**src/rtl/rdc_pkg.sv**
```systemverilog
package rdc_pkg;
   localparam logic [1:0] MODE_ON  = 2'b00;
   localparam logic [1:0] MODE_EXT = 2'b01;

   typedef enum logic [2:0] {
      ST_IDLE  = 3'd0,
      ST_EXT   = 3'd1,
      ST_SLEEP = 3'd2,
      ST_WIN   = 3'd3,
      ST_HOLD  = 3'd4
   } rdc_state_t;
endpackage

```
**src/rtl/rdc_tick_timer.sv**
```systemverilog
module rdc_tick_timer #(
   parameter int              TICK_DIV = 4,
   parameter int              CNT_W    = 8,
   parameter logic [CNT_W-1:0] RST_LEN = '0
) (
   input  logic             clk,
   input  logic             rst,
   input  logic             load,
   input  logic [CNT_W-1:0] len,
   output logic             expired
);
   localparam int PW = (TICK_DIV > 1) ? $clog2(TICK_DIV) : 1;

   logic [CNT_W-1:0] cnt_q;
   logic             tick;

   generate
      if (TICK_DIV == 1) begin : g_nodiv
         assign tick = 1'b1;
      end else begin : g_div
         logic [PW-1:0] pre_q;
         always_ff @(posedge clk) begin
            if (rst || load) begin
               pre_q <= '0;
            end else if (!expired) begin
               pre_q <= (pre_q == PW'(TICK_DIV - 1)) ? '0 : pre_q + 1'b1;
            end
         end
         assign tick = (pre_q == PW'(TICK_DIV - 1));
      end
   endgenerate

   always_ff @(posedge clk) begin
      if (rst) begin
         cnt_q   <= RST_LEN;
         expired <= (RST_LEN == '0);
      end else if (load) begin
         cnt_q   <= len;
         expired <= (len == '0);
      end else if (!expired && tick) begin
         if (cnt_q <= CNT_W'(1)) begin
            cnt_q   <= '0;
            expired <= 1'b1;
         end else begin
            cnt_q <= cnt_q - 1'b1;
         end
      end
   end
endmodule

```
**src/rtl/rdc_seq.sv**
```systemverilog
module rdc_seq
   import rdc_pkg::*;
#(
   parameter int CNT_W      = 8,
   parameter int HOLD_TICKS = 10
) (
   input  logic             clk,
   input  logic             rst,
   input  logic [1:0]       mode,
   input  logic             strobe,
   input  logic             id_ok,
   input  logic             eom,
   input  logic             tmr_done,
   input  logic [CNT_W-1:0] sleep_len,
   input  logic [CNT_W-1:0] run_len,
   output logic             tmr_load,
   output logic [CNT_W-1:0] tmr_len,
   output logic             core_run
);
   localparam logic [CNT_W-1:0] HOLD_LEN = CNT_W'(HOLD_TICKS);

   rdc_state_t st_q, st_d;

   always_comb begin
      st_d     = st_q;
      tmr_load = 1'b0;
      tmr_len  = run_len;
      if (mode == MODE_ON) begin
         st_d = ST_IDLE;
      end else if (mode == MODE_EXT) begin
         st_d = ST_EXT;
      end else begin
         case (st_q)
            ST_IDLE, ST_EXT: begin
               st_d     = ST_WIN;
               tmr_load = 1'b1;
            end
            ST_SLEEP: begin
               if (strobe || tmr_done) begin
                  st_d     = ST_WIN;
                  tmr_load = 1'b1;
               end
            end
            ST_WIN: begin
               if (id_ok) begin
                  st_d     = ST_HOLD;
                  tmr_load = 1'b1;
                  tmr_len  = HOLD_LEN;
               end else if (tmr_done) begin
                  st_d     = ST_SLEEP;
                  tmr_load = 1'b1;
                  tmr_len  = sleep_len;
               end
            end
            ST_HOLD: begin
               if (eom || tmr_done) begin
                  st_d     = ST_SLEEP;
                  tmr_load = 1'b1;
                  tmr_len  = sleep_len;
               end
            end
            default: st_d = ST_IDLE;
         endcase
      end
   end

   always_ff @(posedge clk) begin
      if (rst) st_q <= ST_IDLE;
      else     st_q <= st_d;
   end

   assign core_run = (st_q == ST_IDLE) || (st_q == ST_WIN) || (st_q == ST_HOLD);
endmodule

```
**src/rtl/rx_duty_ctrl.sv**
```systemverilog
module rx_duty_ctrl #(
   parameter int TICK_DIV           = 1000,
   parameter int CNT_W              = 12,
   parameter int SETTLE_TICKS       = 100,
   parameter int HOLD_TICKS         = 2000,
   parameter int STROBE_SYNC_STAGES = 0
) (
   input  logic             clk,
   input  logic             rst,
   input  logic [1:0]       cycle_mode_i,
   input  logic             strobe_i,
   input  logic [CNT_W-1:0] sleep_len_i,
   input  logic [CNT_W-1:0] run_len_i,
   input  logic             id_valid_i,
   input  logic             eom_i,
   output logic             run_en_o,
   output logic             settled_o
);
   generate
      if (TICK_DIV < 1) begin : g_bad_div
         $error("TICK_DIV must be at least 1");
      end
      if (SETTLE_TICKS < 1 || SETTLE_TICKS >= (1 << CNT_W)) begin : g_bad_settle
         $error("SETTLE_TICKS must be in 1 .. 2**CNT_W-1");
      end
      if (HOLD_TICKS < 1 || HOLD_TICKS >= (1 << CNT_W)) begin : g_bad_hold
         $error("HOLD_TICKS must be in 1 .. 2**CNT_W-1");
      end
      if (STROBE_SYNC_STAGES < 0 || STROBE_SYNC_STAGES > 4) begin : g_bad_sync
         $error("STROBE_SYNC_STAGES must be in 0 .. 4");
      end
   endgenerate

   localparam logic [CNT_W-1:0] SETTLE_LEN = CNT_W'(SETTLE_TICKS);

   logic             strobe_s;
   logic             core_run;
   logic             tmr_load;
   logic [CNT_W-1:0] tmr_len;
   logic             tmr_done;
   logic             settle_done;

   generate
      if (STROBE_SYNC_STAGES == 0) begin : g_strobe_direct
         assign strobe_s = strobe_i;
      end else begin : g_strobe_sync
         logic [STROBE_SYNC_STAGES-1:0] sync_q;
         always_ff @(posedge clk) begin
            if (rst) sync_q <= '0;
            else     sync_q <= {sync_q[STROBE_SYNC_STAGES-1:0], strobe_i} >> 0;
         end
         assign strobe_s = sync_q[STROBE_SYNC_STAGES-1];
      end
   endgenerate

   rdc_seq #(
      .CNT_W      (CNT_W),
      .HOLD_TICKS (HOLD_TICKS)
   ) u_seq (
      .clk       (clk),
      .rst       (rst),
      .mode      (cycle_mode_i),
      .strobe    (strobe_s),
      .id_ok     (id_valid_i && settled_o),
      .eom       (eom_i),
      .tmr_done  (tmr_done),
      .sleep_len (sleep_len_i),
      .run_len   (run_len_i),
      .tmr_load  (tmr_load),
      .tmr_len   (tmr_len),
      .core_run  (core_run)
   );

   rdc_tick_timer #(
      .TICK_DIV (TICK_DIV),
      .CNT_W    (CNT_W),
      .RST_LEN  ('0)
   ) u_phase_tmr (
      .clk     (clk),
      .rst     (rst),
      .load    (tmr_load),
      .len     (tmr_len),
      .expired (tmr_done)
   );

   rdc_tick_timer #(
      .TICK_DIV (TICK_DIV),
      .CNT_W    (CNT_W),
      .RST_LEN  (SETTLE_LEN)
   ) u_settle_tmr (
      .clk     (clk),
      .rst     (rst),
      .load    (!run_en_o),
      .len     (SETTLE_LEN),
      .expired (settle_done)
   );

   assign run_en_o  = core_run || strobe_i;
   assign settled_o = settle_done && run_en_o;
endmodule

```
**config.mk**
```make
export PLATFORM = sky130hd
export DESIGN_NAME = rx_duty_ctrl
export DESIGN_NICKNAME = d
export VERILOG_FILES = /design/src/rtl/rdc_pkg.sv /design/src/rtl/rdc_tick_timer.sv /design/src/rtl/rdc_seq.sv /design/src/rtl/rx_duty_ctrl.sv
export SDC_FILE = /design/constraint.sdc
export NUM_CORES = 1
export LEC_CHECK = 0
export ABC_CLOCK_PERIOD_IN_PS = 3600
export BUFFER_PORTS_ARGS = -buffer_cell sky130_fd_sc_hd__clkbuf_2
export CORE_ASPECT_RATIO = 1.5
export CORE_MARGIN = 3
export CORE_UTILIZATION = 25
export CTS_BUF_LIST = sky130_fd_sc_hd__clkbuf_8
export DETAILED_ROUTE_END_ITERATION = 6
export PLACE_DENSITY = 0.53
export SYNTH_ARGS = -nofsm -noshare
export SYNTH_HDL_FRONTEND = slang
export SYNTH_SLANG_ARGS = --single-unit
```
**constraint.sdc**
```tcl
create_clock -name clk -period 3.6 [get_ports clk]
set_input_delay 0.72 -clock clk [delete_from_list [all_inputs] [get_ports clk]]
set_output_delay 0.72 -clock clk [all_outputs]
set_load 0.01 [all_outputs]
```
# After elaboration in Yosys (flattened, before gate mapping)

Index checks and enable logic that the tools add are counted.

Add/sub/neg operators: 4
Magnitude comparators: 2
Eq/ne operators: 13
Muxes and demuxes: 28
Bitwise logic cells: 1
Reduce and logical (&&, ||, !) cells: 27

Operator list:

| kind                  | number |
|---|---|
| $mux 12               | 9 |
| $le 12x1->1 const B   | 2 |
| $pmux 12 s2           | 1 |
| $sub 12x1->12 const B | 2 |
| $add 10x1->10 const B | 2 |
| $eq 10x10->1 const B  | 2 |
| $mux 10               | 2 |
| $logic_not 12->1      | 1 |
| $mux 3                | 4 |
| $pmux 3 s4            | 1 |
| $mux 1                | 10 |
| $ne 3x1->1 const B    | 3 |
| $logic_or 1x1->1      | 7 |
| $eq 3x2->1 const B    | 2 |
| $reduce_and 3->1      | 2 |
| $reduce_or 2->1       | 3 |
| $logic_and 1x1->1     | 4 |
| $ne 2x1->1 const B    | 2 |
| $ne 4x1->1 const B    | 1 |
| $pmux 1 s4            | 1 |
| $reduce_and 2->1      | 2 |
| $reduce_bool 2->1     | 2 |
| $eq 3x1->1 const B    | 1 |
| $eq 3x3->1 const B    | 1 |
| 6 further kinds       | 8 |

Register bits: 49
Bits of input ports: 31
Word-level logic and storage cells: 83

# Depth between registers and ports, before layout

Depth after elaboration: 12
Mapped depth: 8
Depth with buffers taken out: 7

# By module

A second synthesis with hierarchy kept.

Cell total of the unflattened synthesis: 397
Area, all modules: 3173.0 um2

By module, submodules not included:

| module                         | times used | cells each | area each (um2) |
|---|---|---|---|
| rdc_tick_timer at u_phase_tmr  | 1          | 157        | 1316.3 |
| rdc_tick_timer at u_settle_tmr | 1          | 159        | 1285.0 |
| rdc_seq                        | 1          | 75         | 536.8 |
| rx_duty_ctrl                   | 1          | 6          | 35.0 |

# Worst setup path after synthesis

No wires, ideal clock.

Path type: input to register
From: input port eom_i
To: register u_phase_tmr.expired
Library setup time: 0.084 ns
Arrival: 1.912 ns
Required time: 3.516 ns
Setup slack: 1.604 ns
Stages on the path: 5
Path buffers: 0
Cells stage by stage: or2_2 -> a32oi_2 -> mux2i_1 -> o2111ai_1 -> o31ai_2

Word-level cells in the longest chain between the ends: 7
Elaborated cells on any way between the ends: 14
Classes of those cells: mux (9); reduce/logical (5)

RTL lines:

| element                                                      | RTL line             | RTL |
|---|---|---|
| start, declared                                              | rx_duty_ctrl.sv:15   | `input logic eom_i,` |
| $logic_or 1x1->1 (*)                                         | rdc_seq.sv:56        | `if (eom \|\| tmr_done) begin` |
| $mux 12 / $mux 1 (equally long branches)                     | rdc_seq.sv:56        |  |
| $pmux 12 s2 / $pmux 1 s4 (equally long branches)             | rdc_seq.sv:33        | `case (st_q)` |
| $mux 12 / $mux 1 (equally long branches)                     | rdc_seq.sv:30        | `end else if (mode == MODE_EXT) begin` |
| $mux 12 / $mux 1 (equally long branches)                     | rdc_seq.sv:28        | `if (mode == MODE_ON) begin` |
| $logic_not 12->1 / $reduce_bool 2->1 (equally long branches) | n/a                  |  |
| $mux 1 / $reduce_and 2->1 (equally long branches)            | n/a                  |  |
| end signal, assigned                                         | rdc_tick_timer.sv:36 | `expired <= (RST_LEN == '0);` |
| end signal, assigned                                         | rdc_tick_timer.sv:39 | `expired <= (len == '0);` |
| end, declared                                                | rdc_tick_timer.sv:10 | `output logic expired` |

Every way passes the cells marked *; elsewhere a longest branch is shown, timed or not.
A chain may end at the register's enable or synchronous reset.

# Worst setup path after layout

From: register u_seq.st_q[2]
To: output port settled_o

Word-level cells in the longest chain between the ends: 5
Elaborated cells on any way between the ends: 7
Classes of those cells: eq/ne (2); reduce/logical (5)

RTL lines:

| element                                              | RTL line           | RTL |
|---|---|---|
| start, declared                                      | rdc_seq.sv:22      | `rdc_state_t st_q, st_d;` |
| start signal, assigned                               | rdc_seq.sv:69      | `else st_q <= st_d;` |
| $eq 3x2->1 / $logic_not 3->1 (equally long branches) | rdc_seq.sv:72      | `assign core_run = (st_q == ST_IDLE) \|\| (st_q == ST_WIN) \|\| (st_q == ST_HOLD);` |
| $logic_or 1x1->1                                     | rdc_seq.sv:72      |  |
| $logic_or 1x1->1 (*)                                 | rdc_seq.sv:72      |  |
| $logic_or 1x1->1 (*)                                 | rx_duty_ctrl.sv:98 | `assign run_en_o = core_run \|\| strobe_i;` |
| $logic_and 1x1->1 (*)                                | rx_duty_ctrl.sv:99 | `assign settled_o = settle_done && run_en_o;` |
| end, declared                                        | rx_duty_ctrl.sv:17 | `output logic settled_o` |

Marks and branches as above.

==> results_dict.tcl <==
set metrics [dict create \
    grt_use_total 0.109 \
    dieArea_sq_um 13100 \
    cts_buffers 5 \
    grt-ovfl-total 0 \
    io_pins 33 \
    first_global_vias 2540 \
    tightest_slew_ps 567 \
    crit_path_top_delay_cell "dfxtp_1" \
    clock_latency_ps 300 \
    tritoncts "done" \
    maxCapViolCount 0 \
    synth-edff-count 0 \
    dpl.hpwl_microns 5250 \
    fillCellCount 1212 \
    grt_start_max_net_pins 20 \
    synthArstFlopShare 0 \
    grt_pass1_wl_microns 11900 \
    netlist_area_sq_um 2930 \
    crit_family "simple AND/OR/NAND/NOR gates" \
    fp.dieW_microns 94.5 \
    postCtsSetupRepairBufs 0 \
    finalMaxSlewViolations 0 \
    final_antenna_net_count 0 \
    cp-start-kind "register" \
    min_period_over_period 0.689 \
    final_cell_mix "dfxtp_1 (49), nor2_1 (48), clkbuf_2 (32), nor3_1 (21), nand2_1 (17)" \
    finClkSkew_ps 6.82 \
    setup_tns_ps 0 \
    path_cells "and3b_2 -> nor3_1 -> nor2b_1 -> clkbuf_2" \
    routed_via_density 4.98 \
    start_util 0.261 \
    diodes 0 \
    cts_root_buffer "clkbuf_8" \
    worstPathRequired_ps 2880 \
    final_common_cell "dfxtp_1" \
    clkTransAtPathRegs_ps 90 \
    hold_buffers 0 \
    rows 47 \
    antenna_found_initial 0 \
    synth_fp_nets 379 \
    cp-end-kind "primary output" \
    critical_path.max_stage_delay_ps 490 \
    drt_first_pass_iters 4 \
    hold_violations 0 \
    p_leak_nw 1.17 \
    synthCells 342 \
    drt-total-wl_microns 6970 \
    yosysUniqueCellTypes 65 \
    synth_seq_area_share 0.334 \
    max_freq_mhz 403 \
    fin_nets 402 \
    gp_congestion 0.845 \
    cts_buffer_depth 2 \
    peakVddDrop_uv 157 \
    postSynthAreaPerCell_sq_um 8.58 \
    vias 2555 \
    slew-limit-headroom 0.622 \
    cts_max_level 2 \
    p_total_mw 1.07 \
    power_density_nw_per_um2 330 \
    cts.sinks 49 \
    critPathBufInv 1 \
    worstSetupPathType "register to primary output" \
    portBuffers 32 \
    syn2layout_area_growth_pct 10.3 \
    avgRoutedWirePerCell_microns 13.6 \
    holdCritPathClass "register to register" \
    core_sq_um 11200 \
    crit_arrival_ps 1760 \
    rsz0062_at_grt "no" \
    drc 0 \
    die-height_microns 139 \
    drive_gt1_frac 0.169 \
    ys.flop_type "dfxtp_1" \
    fin_crit_ps 2480 \
    crit_fanout 10 \
    yosysWarnings 0 \
    ys_ff_latch 49 \
    first_iter_violations 131 \
    cts_resized 0 \
    regToRegSetupSlack_ps 1480 \
    finalSetupViolCount 0 \
    status "finished, final reports clean" \
]
## Yosys cell counts, drive strengths merged, types with 7 or more instances
cell type  instances  area [sq um]
a21oi             15          75.1
xor2              12           105
xnor2             13           114
nand2             18          70.1
a221oi            13           114
o21ai              9          45.0
inv               10          37.5
dfxtp             49           981
nor2              49           191
nor3              22           115
clkbuf             7          56.3
nor4               8          56.3
nand3             10          55.1
mux2i             10           100
buf               10          92.6
## metrics by stage
stage	instance area (sq um)	worst slack, ps	std cells	hold slack (ps)	util
final	3240	1120	513	505	0.288
after global routing	3240	1020	513	552	0.288
after CTS	3240	1140	513	508	0.288
after detailed placement	3140	1280	505	494	0.279
after global placement	3140	1360	505	485	0.279
after floorplan	2930	1600	342	458	-
## worst paths after layout
check	from	endpoint	depth (start not counted)
setup reg to reg	u_phase_tmr.expired	u_phase_tmr.expired	6
hold reg to reg	u_phase_tmr.g_div.pre_q[7]	u_phase_tmr.g_div.pre_q[7]	2
hold / removal	u_phase_tmr.g_div.pre_q[7]	u_phase_tmr.g_div.pre_q[7]	2
setup / recovery	u_seq.st_q[2]	settled_o	4
## layer usage
layer  GRT usage  routed length [microns]
met2       0.182                     3290
met3      0.0266                      472
met4      0.0388                      146
met1       0.136                     3060
met5           0                        0
## registers in the layout, indices dropped and copies added, names as in the netlist
signal,cells
u_settle_tmr.cnt_q,12
u_seq.st_q,3
u_phase_tmr.expired,1
u_phase_tmr.g_div.pre_q,10
u_phase_tmr.cnt_q,12
u_settle_tmr.expired,1
u_settle_tmr.g_div.pre_q,10
## worst register-to-register path: stages, from the launching register on
cell	delay (ps)
dfxtp_1	690
inv_1	180
a41oi_1	290
o211ai_1	120
buf_4	220
a221o_1	350
o31ai_2	210
## report_power, final
group / leakage, nW / switching [mW] / total (mW) / internal [mW]
Combinational: 0.719 / 0.0756 / 0.132 / 0.0561
Sequential: 0.399 / 0.0219 / 0.580 / 0.558
Clock: 0.0518 / 0.195 / 0.355 / 0.160
Total: 1.17 / 0.293 / 1.07 / 0.774
## area by class of cell
cell class	count	area [sq um]	area share
inverters	10	37.5	0.0116
clock buffers	6	82.6	0.0255
well taps	147	184	0.0568
repair buffers	33	168	0.0518
multi-input cells	266	1770	0.546
flip-flops and latches	49	981	0.303
clock inverters	2	17.5	0.00541
## kinds of logic after synthesis
group                    Yosys count  synth area share
multiplexers                      10            0.0341
flip-flops                        49             0.334
adder cells (fa/ha/maj)            6            0.0256
AO/OA/AOI/OAI                     61             0.154
AND/OR/NAND/NOR                  164             0.314
XOR/XNOR                          25            0.0746
buffers and inverters             27            0.0635
Power figures use the tool's default switching activity.
